--- config.mk ---
export PLATFORM = sky130hd
export DESIGN_NAME = dramSeq
export DESIGN_NICKNAME = d
export VERILOG_FILES = /design/src/rtl/dramSeqPkg.sv /design/src/rtl/dramSeqPath.sv /design/src/rtl/dramSeqCtrl.sv /design/src/rtl/dramSeq.sv
export SDC_FILE = /design/constraint.sdc
export NUM_CORES = 1
export LEC_CHECK = 0
export CAP_MARGIN = 10
export CORE_MARGIN = 5
export CORE_UTILIZATION = 60
export DETAILED_ROUTE_END_ITERATION = 10
export MAX_ROUTING_LAYER = met4
export PLACE_DENSITY = 0.79
export SKIP_LAST_GASP = 1
export SLEW_MARGIN = 5
export SYNTH_ARGS = -nofsm -noshare
export SYNTH_HDL_FRONTEND = slang
export SYNTH_HIERARCHICAL = 1
export SYNTH_SLANG_ARGS = --single-unit
--- constraint.sdc ---
create_clock -name clk -period 7.5 [get_ports clk]
set_input_delay 1.5 -clock clk [delete_from_list [all_inputs] [get_ports clk]]
set_output_delay 1.5 -clock clk [all_outputs]
set_load 0.05 [all_outputs]
--- src/rtl/dramSeqPkg.sv ---
package dramSeqPkg;
  localparam int BANKS  = 8;
  localparam int BANK_W = 3;

  typedef enum logic [2:0] {
    CMD_NOP = 3'd0,
    CMD_ACT = 3'd1,
    CMD_RD  = 3'd2,
    CMD_WR  = 3'd3,
    CMD_PRE = 3'd4,
    CMD_REF = 3'd5
  } cmdKind_e;

  // strobes from control to datapath for one cycle
  typedef struct packed {
    logic              accept;  // load the pending request register
    logic              forReq;  // command serves the pending request
    logic              act;
    logic              col;
    logic              pre;
    logic              refr;
    logic [BANK_W-1:0] bank;
  } seqStrobe_t;
endpackage

--- src/rtl/dramSeqPath.sv ---
module dramSeqPath
  import dramSeqPkg::*;
#(
  parameter int ROW_W = 14,
  parameter int COL_W = 10,
  parameter int T_RCD = 11,
  parameter int T_RAS = 28,
  parameter int T_RP  = 11,
  parameter int T_RFC = 160
) (
  input  logic              clk,
  input  logic              rstN,
  input  seqStrobe_t        stb,
  input  logic              reqWrite,
  input  logic [BANK_W-1:0] reqBank,
  input  logic [ROW_W-1:0]  reqRow,
  input  logic [COL_W-1:0]  reqCol,
  output logic              pendValid,
  output logic [BANK_W-1:0] pendBank,
  output logic              rowMatch,
  output logic [BANKS-1:0]  bankOpen,
  output logic [BANKS-1:0]  rcdDone,
  output logic [BANKS-1:0]  rasDone,
  output logic [BANKS-1:0]  rpDone,
  output logic [2:0]        cmdKind,
  output logic [BANK_W-1:0] cmdBank,
  output logic [ROW_W-1:0]  cmdRow,
  output logic [COL_W-1:0]  cmdCol,
  output logic              rowHit,
  output logic              rowMiss
);
  localparam int T_MAX1 = (T_RCD > T_RAS) ? T_RCD : T_RAS;
  localparam int T_MAX2 = (T_RP > T_RFC) ? T_RP : T_RFC;
  localparam int T_MAX  = (T_MAX1 > T_MAX2) ? T_MAX1 : T_MAX2;
  localparam int CNT_W  = $clog2(T_MAX + 1);
  localparam logic [CNT_W-1:0] RCD_LD = CNT_W'(T_RCD - 1);
  localparam logic [CNT_W-1:0] RAS_LD = CNT_W'(T_RAS - 1);
  localparam logic [CNT_W-1:0] RP_LD  = CNT_W'(T_RP - 1);
  localparam logic [CNT_W-1:0] RFC_LD = CNT_W'(T_RFC - 1);

  logic              pendWrite;
  logic              pendFirst;
  logic [ROW_W-1:0]  pendRow;
  logic [COL_W-1:0]  pendCol;
  logic [ROW_W-1:0]  openRow [BANKS];
  logic              anyCmd;

  assign anyCmd   = stb.act | stb.col | stb.pre;
  assign rowMatch = (openRow[pendBank] == pendRow);

  // pending request register
  always_ff @(posedge clk) begin
    if (!rstN) begin
      pendValid <= 1'b0;
      pendFirst <= 1'b0;
      pendWrite <= 1'b0;
      pendBank  <= '0;
      pendRow   <= '0;
      pendCol   <= '0;
    end else if (stb.accept) begin
      pendValid <= 1'b1;
      pendFirst <= 1'b1;
      pendWrite <= reqWrite;
      pendBank  <= reqBank;
      pendRow   <= reqRow;
      pendCol   <= reqCol;
    end else begin
      if (stb.col) pendValid <= 1'b0;
      if (stb.forReq && anyCmd) pendFirst <= 1'b0;
    end
  end

  // per-bank open row and timers
  for (genvar g = 0; g < BANKS; g++) begin : g_bank
    logic             isOpen;
    logic [ROW_W-1:0] rowReg;
    logic [CNT_W-1:0] rcdCnt, rasCnt, rpCnt;
    logic             sel;

    assign sel = (stb.bank == BANK_W'(g));

    always_ff @(posedge clk) begin
      if (!rstN) begin
        isOpen <= 1'b0;
        rowReg <= '0;
        rcdCnt <= '0;
        rasCnt <= '0;
        rpCnt  <= '0;
      end else begin
        if (stb.act && sel) begin
          isOpen <= 1'b1;
          rowReg <= pendRow;
          rcdCnt <= RCD_LD;
          rasCnt <= RAS_LD;
        end else begin
          if (rcdCnt != '0) rcdCnt <= rcdCnt - 1'b1;
          if (rasCnt != '0) rasCnt <= rasCnt - 1'b1;
        end
        if (stb.pre && sel) begin
          isOpen <= 1'b0;
          rpCnt  <= RP_LD;
        end else if (stb.refr) begin
          rpCnt  <= RFC_LD;
        end else if (rpCnt != '0) begin
          rpCnt  <= rpCnt - 1'b1;
        end
      end
    end

    assign bankOpen[g] = isOpen;
    assign openRow[g]  = rowReg;
    assign rcdDone[g]  = (rcdCnt == '0);
    assign rasDone[g]  = (rasCnt == '0);
    assign rpDone[g]   = (rpCnt == '0);
  end

  // command port register
  always_ff @(posedge clk) begin
    if (!rstN) begin
      cmdKind <= CMD_NOP;
      cmdBank <= '0;
      cmdRow  <= '0;
      cmdCol  <= '0;
      rowHit  <= 1'b0;
      rowMiss <= 1'b0;
    end else begin
      if (stb.act)       cmdKind <= CMD_ACT;
      else if (stb.col)  cmdKind <= pendWrite ? CMD_WR : CMD_RD;
      else if (stb.pre)  cmdKind <= CMD_PRE;
      else if (stb.refr) cmdKind <= CMD_REF;
      else               cmdKind <= CMD_NOP;
      cmdBank <= stb.bank;
      cmdRow  <= pendRow;
      cmdCol  <= pendCol;
      rowHit  <= stb.forReq & pendFirst & stb.col;
      rowMiss <= stb.forReq & pendFirst & (stb.act | stb.pre);
    end
  end
endmodule

--- src/rtl/dramSeqCtrl.sv ---
module dramSeqCtrl
  import dramSeqPkg::*;
#(
  parameter int T_REFI = 7800
) (
  input  logic              clk,
  input  logic              rstN,
  input  logic              reqValid,
  output logic              reqReady,
  input  logic              pendValid,
  input  logic [BANK_W-1:0] pendBank,
  input  logic              rowMatch,
  input  logic [BANKS-1:0]  bankOpen,
  input  logic [BANKS-1:0]  rcdDone,
  input  logic [BANKS-1:0]  rasDone,
  input  logic [BANKS-1:0]  rpDone,
  output seqStrobe_t        stb
);
  localparam int REF_W = $clog2(T_REFI + 1);
  localparam logic [REF_W-1:0] REF_LAST = REF_W'(T_REFI - 1);

  logic [REF_W-1:0]  refCnt;
  logic              refDue;
  logic              victimFound;
  logic [BANK_W-1:0] victim;

  always_ff @(posedge clk) begin
    if (!rstN) begin
      refCnt <= '0;
      refDue <= 1'b0;
    end else if (stb.refr) begin
      refCnt <= '0;
      refDue <= 1'b0;
    end else if (!refDue) begin
      if (refCnt == REF_LAST) refDue <= 1'b1;
      else                    refCnt <= refCnt + 1'b1;
    end
  end

  always_comb begin
    stb         = '0;
    victimFound = 1'b0;
    victim      = '0;
    for (int i = BANKS - 1; i >= 0; i--) begin
      if (bankOpen[i]) begin
        victimFound = 1'b1;
        victim      = BANK_W'(i);
      end
    end
    if (pendValid) begin
      stb.forReq = 1'b1;
      stb.bank   = pendBank;
      if (bankOpen[pendBank]) begin
        if (rowMatch) stb.col = rcdDone[pendBank];
        else          stb.pre = rasDone[pendBank];
      end else begin
        stb.act = rpDone[pendBank];
      end
    end else if (refDue) begin
      if (victimFound) begin
        stb.bank = victim;
        stb.pre  = rasDone[victim];
      end else begin
        stb.refr = &rpDone;
      end
    end
    reqReady   = !refDue && (!pendValid || stb.col);
    stb.accept = reqValid && reqReady;
  end
endmodule

--- src/rtl/dramSeq.sv ---
module dramSeq
  import dramSeqPkg::*;
#(
  parameter int ROW_W  = 14,
  parameter int COL_W  = 10,
  parameter int T_RCD  = 11,
  parameter int T_RAS  = 28,
  parameter int T_RP   = 11,
  parameter int T_RFC  = 160,
  parameter int T_REFI = 7800
) (
  input  logic              clk,
  input  logic              rstN,
  input  logic              reqValid,
  output logic              reqReady,
  input  logic              reqWrite,
  input  logic [2:0]        reqBank,
  input  logic [ROW_W-1:0]  reqRow,
  input  logic [COL_W-1:0]  reqCol,
  output logic [2:0]        cmdKind,
  output logic [2:0]        cmdBank,
  output logic [ROW_W-1:0]  cmdRow,
  output logic [COL_W-1:0]  cmdCol,
  output logic              rowHit,
  output logic              rowMiss
);
  seqStrobe_t        stb;
  logic              pendValid;
  logic [BANK_W-1:0] pendBank;
  logic              rowMatch;
  logic [BANKS-1:0]  bankOpen, rcdDone, rasDone, rpDone;

  dramSeqCtrl #(.T_REFI(T_REFI)) u_ctrl (
    .clk(clk), .rstN(rstN), .reqValid(reqValid), .reqReady(reqReady),
    .pendValid(pendValid), .pendBank(pendBank), .rowMatch(rowMatch),
    .bankOpen(bankOpen), .rcdDone(rcdDone), .rasDone(rasDone),
    .rpDone(rpDone), .stb(stb)
  );

  dramSeqPath #(
    .ROW_W(ROW_W), .COL_W(COL_W), .T_RCD(T_RCD), .T_RAS(T_RAS),
    .T_RP(T_RP), .T_RFC(T_RFC)
  ) u_path (
    .clk(clk), .rstN(rstN), .stb(stb), .reqWrite(reqWrite),
    .reqBank(reqBank), .reqRow(reqRow), .reqCol(reqCol),
    .pendValid(pendValid), .pendBank(pendBank), .rowMatch(rowMatch),
    .bankOpen(bankOpen), .rcdDone(rcdDone), .rasDone(rasDone),
    .rpDone(rpDone), .cmdKind(cmdKind), .cmdBank(cmdBank),
    .cmdRow(cmdRow), .cmdCol(cmdCol), .rowHit(rowHit), .rowMiss(rowMiss)
  );
endmodule

# Word level (Yosys, flattened, before mapping)
# Index checks and enable logic that the tools add are counted.
[word_totals]
in_bits = 31
wordCells = 375
regBits = 388
out_inout_bits = 33
[op_classes]
bitwise_logic = 10
reduce_logical = 133
n_eq_ne = 9
add_sub_neg = 25
mux = 108
order_cmp = 3
[op_table]
columns = ["operator", "count"]
rows = [
  ["$logic_not 8->1", 24],
  ["$reduce_bool 8->1", 24],
  ["$sub 8x1->8 const B", 24],
  ["$mux 8", 16],
  ["$mux 4", 24],
  ["$mux 5", 17],
  ["$reduce_bool 2->1", 26],
  ["$bmux 14 s3", 1],
  ["$mux 3", 14],
  ["$reduce_or 2->1", 18],
  ["$mux 1", 28],
  ["$mux 14", 2],
  ["$reduce_bool 3->1", 8],
  ["$reduce_or 3->1", 8],
  ["$logic_and 1x1->1", 19],
  ["$bmux 1 s3", 5],
  ["$eq 14x14->1", 1],
  ["$add 13x1->13 const B", 1],
  ["$eq 13x13->1 const B", 1],
  ["$eq 3x3->1 const B", 4],
  ["$lt 3x4->1 const B", 2],
  ["$reduce_and 8->1", 1],
  ["$eq 3x2->1 const B", 2],
  ["$ge 4x4->1 const B", 1],
  ["other kinds (10)", 17],
]

# Longest topological paths before layout
[depth]
depth_word = 17
mapped_depth = 19

# Modules after synthesis
# The synthesis kept the hierarchy.
[modules_own_cells]
columns = ["mod", "area_per_inst_um2", "n_inst", "cells_per_inst"]
rows = [
  ["dramSeqPath", 16488.3, 1, 1856],
  ["dramSeqCtrl", 1167.4, 1, 131],
]

# Worst setup path after synthesis
# OpenSTA, ideal clock, no wires.
[synth_timing]
path_type = "register to output"
from = "register u_path.pendBank[2]"
to = "output port reqReady"
setup_slack_ns = 3.141
arrival_ns = 2.859
required_time_ns = 6.000
path_stages_with_launch = 10
n_path_buf = 2
cell_sequence = "dfxtp_1 buf_2 buf_2 mux4_2 mux2i_1 xor2_1 nand4_1 nor4_2 nand2b_1 o22ai_1"
[synth_via]
elab_chain_cells = 10
word_cells_on_any_way = 14
cone_classes = "eq/ne: 1; mux: 10; bitwise: 1; reduce/logical: 2"
[synth_rtl]
columns = ["element", "line_no", "rtl"]
rows = [
  ["start: declaration", "dramSeqPath.sv:19", "output logic [BANK_W-1:0] pendBank,"],
  ["start signal: assignment", "dramSeqPath.sv:64", "pendBank <= reqBank;"],
  ["$not 3->4 (not written as such)", "dramSeqPath.sv:49", "assign rowMatch = (openRow[pendBank] == pendRow);"],
  ["$bmux 14 s3", "dramSeqPath.sv:49", ""],
  ["$mux 14 (not written as such) (2 in series)", "dramSeqPath.sv:49", ""],
  ["$eq 14x14->1", "dramSeqPath.sv:49", ""],
  ["net rowMatch", "dramSeq.sv:30", "logic rowMatch;"],
  ["$mux 1", "dramSeqCtrl.sv:54", "if (rowMatch) stb.col = rcdDone[pendBank];"],
  ["$mux 2", "dramSeqCtrl.sv:53", "if (bankOpen[pendBank]) begin"],
  ["$mux 3", "dramSeqCtrl.sv:50", "if (pendValid) begin"],
  ["$logic_or 1x1->1", "dramSeqCtrl.sv:67", "reqReady = !refDue && (!pendValid || stb.col);"],
  ["$logic_and 1x1->1", "dramSeqCtrl.sv:67", ""],
  ["end: declaration", "dramSeq.sv:15", "output logic reqReady,"],
]
# The timed path passes the listed nets, and every way through them passes these cells. The select of a mux whose other input is x is not followed.

# Final worst setup path
[layout_timing]
from = "register u_path.pendBank[0]"
to = "output port reqReady"
# The elaborated chain is that of the path after synthesis.

==> qor.yml <==
status: "finished clean"
tightest_slew_ps: 1100
cp-end-kind: "primary output"
dieWidth_um: 182
required_ps: 6000
syn2layout_area_growth_pct: 12.1
ys_types: 60
synth-async-reset-ratio_pct: 0
fin_setup_tns_ps: 0
crit_slowest_cell: "dfxtp_2"
synthCells: 1987
synthFlopType: "dfxtp_1"
vias: 13700
reg2reg_depth: 13
crit_fanout: 37
ant_nets: 0
die_h_um: 182
maxSlewHeadroom_pct: 26.7
fillers: 2231
holdBufCountCts: 0
path_cells: "mux4_2 > nor2b_1 > a21oi_1 > xor2_1 > nand4_1 > nor4_2 > nand2b_1 > o22ai_1 > clkdlybuf4s50_1"
cts_buffers: 40
cp_num_buf_inv: 1
r2r-end: "u_path/g_bank[5].rowReg[8]$_SDFFE_PN0P_"
drc_errors: 0
setup_viol: 0
min_path_cells: 1
num_rows: 62
ys_ff_latch: 388
grt_pass1_wl_um: 66600
slew_viol_final: 0
synth_top_family_by_area: "simple AND/OR/NAND/NOR gates"
synth_mux_area_share_pct: 6.94
p_total_mw: 7.70
grt_max_degree: 113
cpPeakStageDelay_ps: 1040
core_area_um2: 28900
final_util_pct: 68.6
post_cts_resized: 0
synth_warnings: 6
critPathArrivalTime_ps: 4520
clk_path_buf_depth: 3
yosys.area_share.adder_pct: 2.91
synth_xor_area_share_pct: 8.33
cts_tree: "done"
rsz0062_at_grt: "no"
hp-start: "u_path/pendCol[1]$_SDFFE_PN0P_"
layout-drive-gt1-share_pct: 6.84
setup_ws_ps: 1480
diodes: 0
seq_area_frac_synth_pct: 44.0
max_freq_ghz: 0.166
path_clk_slew_ps: 60
die_area_um2: 33000
root_buffer: "clkbuf_16"
pre_cts_slack_ps: 2060
post-route-min-period_ps: 6020
dr.pass1.iters: 5
crit_cells: 9
drtIter0Drc: 972
via_per_inst: 5.65
synth_compound_area_share_pct: 11.5
io_pins: 64
synth_area_leaders: "dfxtp_1, a21boi_0, nand2_1"
fin_worst_skew_ps: 30.5
gp_congestion: 0.913
clock_latency_ps: 540
antenna_found_initial: 0
hold_path.class: "reg2reg"
ir_worst_vdd_uv: 235
hold_viol: 0
grt.total_usage_pct: 24.4
critPathTopFamily: "flip-flops"
initial_core_util_pct: 61.2
grt_pass1_vias: 13700
port_buffers: 63
hpwl_um: 25300
critPathKind: "reg2out"
regToRegSetupSlack_ps: 2610
postSynthAreaPerCell_um2: 8.89
rr_startpoint: "u_path/g_bank[1].rpCnt[0]$_SDFFE_PP0P_"
whs_endpoint: "u_path/cmdCol[1]$_SDFF_PN0_"
holdWs_ps: 452
power_per_cell_area_nw_per_um2: 389
post-route-period-util_pct: 80.2
yosys.area_share.simple_pct: 21.9
syn_nets: 2059
h-tree-depth: 2
routedWlPerCell_um: 16.5
start_kind: "register"
syn_area_um2: 17700
drt_wl_total_um: 39800
overflow: 0
synth_top_cell_by_area: "dfxtp_1"
cts.sinks: 388
drv_cap: 0
cts_setup_buffers: 0
fin_nets: 2074
synth-edff-count: 0
power.leakage_nw: 7.55
synth_top_area_share_pct: 44.0
-- cells by family after synthesis --
logic type / after synthesis
xor+xnor: 168
buf+inv: 185
flops: 388
fa+ha+maj: 41
compound gates: 300
mux: 84
simple gates: 821
-- layout make-up --
type | count | area, um^2 | share of cell area, %
well taps | 384 | 480 | 2.43
multi-input cells | 1414 | 9140 | 46.2
inverters | 77 | 290 | 1.47
repair buffers | 81 | 767 | 3.87
clock inverters | 18 | 235 | 1.19
clock buffers | 54 | 1110 | 5.63
flip-flops and latches | 388 | 7770 | 39.2
-- power breakdown --
group | switching (mW) | internal (mW) | total, mW
Clock | 0.799 | 1.22 | 2.02
Combinational | 1.48 | 1.26 | 2.74
Sequential | 0.415 | 2.53 | 2.95
-- sequential cells by signal, summed over array words and instances, names as in the netlist, 3 cells and up --
name                  count
u_path/g_bank.rcdCnt     64
u_path/cmdBank            3
u_path/pendCol           10
u_ctrl/refCnt            13
u_path/pendRow           14
u_path/g_bank.rasCnt     64
u_path/g_bank.rpCnt      64
u_path/g_bank.isOpen      8
u_path/cmdCol            10
u_path/cmdKind            3
u_path/pendBank           3
u_path/g_bank.rowReg    112
u_path/cmdRow            14
-- through the flow --
| step | std cells | cell area (um^2) |
|---|---|---|
| final | 2416 | 19800 |
| after global routing | 2416 | 19800 |
| after CTS | 2416 | 19800 |
| after detailed placement | 2344 | 18400 |
| after global placement | 2344 | 18400 |
| after floorplan | 1987 | 17700 |
-- cell usage in the layout, fill, tap and decap left out, types with 7 or more instances in the layout --
master           Yosys  final
xor2_1              80     80
xnor2_1             88     88
clkbuf_1            78      8
mux4_2              22     22
mux2_2              10     10
a21boi_0           164    164
clkdlybuf4s50_1      0     62
nor3_1              56     54
ha_1                41     41
nand3_1             56     56
or3_1               13     13
and2_1              36     35
or4_1                7      7
nor2_1             165    161
mux2i_1             46     46
clkbuf_16            0     40
nand3b_1            13     13
a21oi_1             62     62
nand4_1              7      7
o21ai_0             31     31
dfxtp_1            388    386
nor2b_1             44     43
nor4_1              41     41
and3_1              11     11
inv_1               70     70
buf_4               10     18
clkinv_2             1     10
nand2_1            319    319
o31a_1               7      7
nand2b_1            31     31
-- synth_stat cells, drive strengths merged (3+ instances only) --
| cell type | count |
|---|---|
| o21a | 4 |
| or3 | 15 |
| nand3 | 56 |
| mux2 | 10 |
| a21boi | 168 |
| mux4 | 28 |
| o22ai | 4 |
| xnor2 | 88 |
| nor4 | 43 |
| inv | 75 |
| a221oi | 4 |
| nand2 | 319 |
| mux2i | 46 |
| o21ai | 32 |
| buf | 29 |
| nand2b | 32 |
| nor4b | 3 |
| o31ai | 5 |
| dfxtp | 388 |
| nor2b | 45 |
| xor2 | 80 |
| clkbuf | 79 |
| and2 | 36 |
| nand4 | 7 |
| ha | 41 |
| and4 | 3 |
| a21oi | 63 |
| nor3b | 6 |
| a21o | 5 |
| nand3b | 13 |
| nor2 | 165 |
| and3 | 11 |
| nor3 | 56 |
| or4 | 7 |
| o31a | 7 |
-- how the worst max path moves through the flow --
stage,slack [ps],end,startpoint
after floorplan,3140,reqReady,u_path/pendBank[2]$_SDFFE_PN0P_
after global placement,2130,reqReady,u_path/pendBank[2]$_SDFFE_PN0P_
after detailed placement,2060,reqReady,u_path/pendBank[0]$_SDFFE_PN0P_
after CTS,1440,reqReady,u_path/pendBank[0]$_SDFFE_PN0P_
after global routing,1250,reqReady,u_path/pendBank[0]$_SDFFE_PN0P_
final,1480,reqReady,u_path/pendBank[0]$_SDFFE_PN0P_
-- layer usage --
layer	vias to the layer above	global-route usage, %	part of all wire, %
met5	-	-	0
met4	0	6.81	2.2
met3	81	3.42	5.6
met2	343	41.8	49
met1	6530	30.4	44
li1	6704	-	-
(Power assumes the default switching activity.)
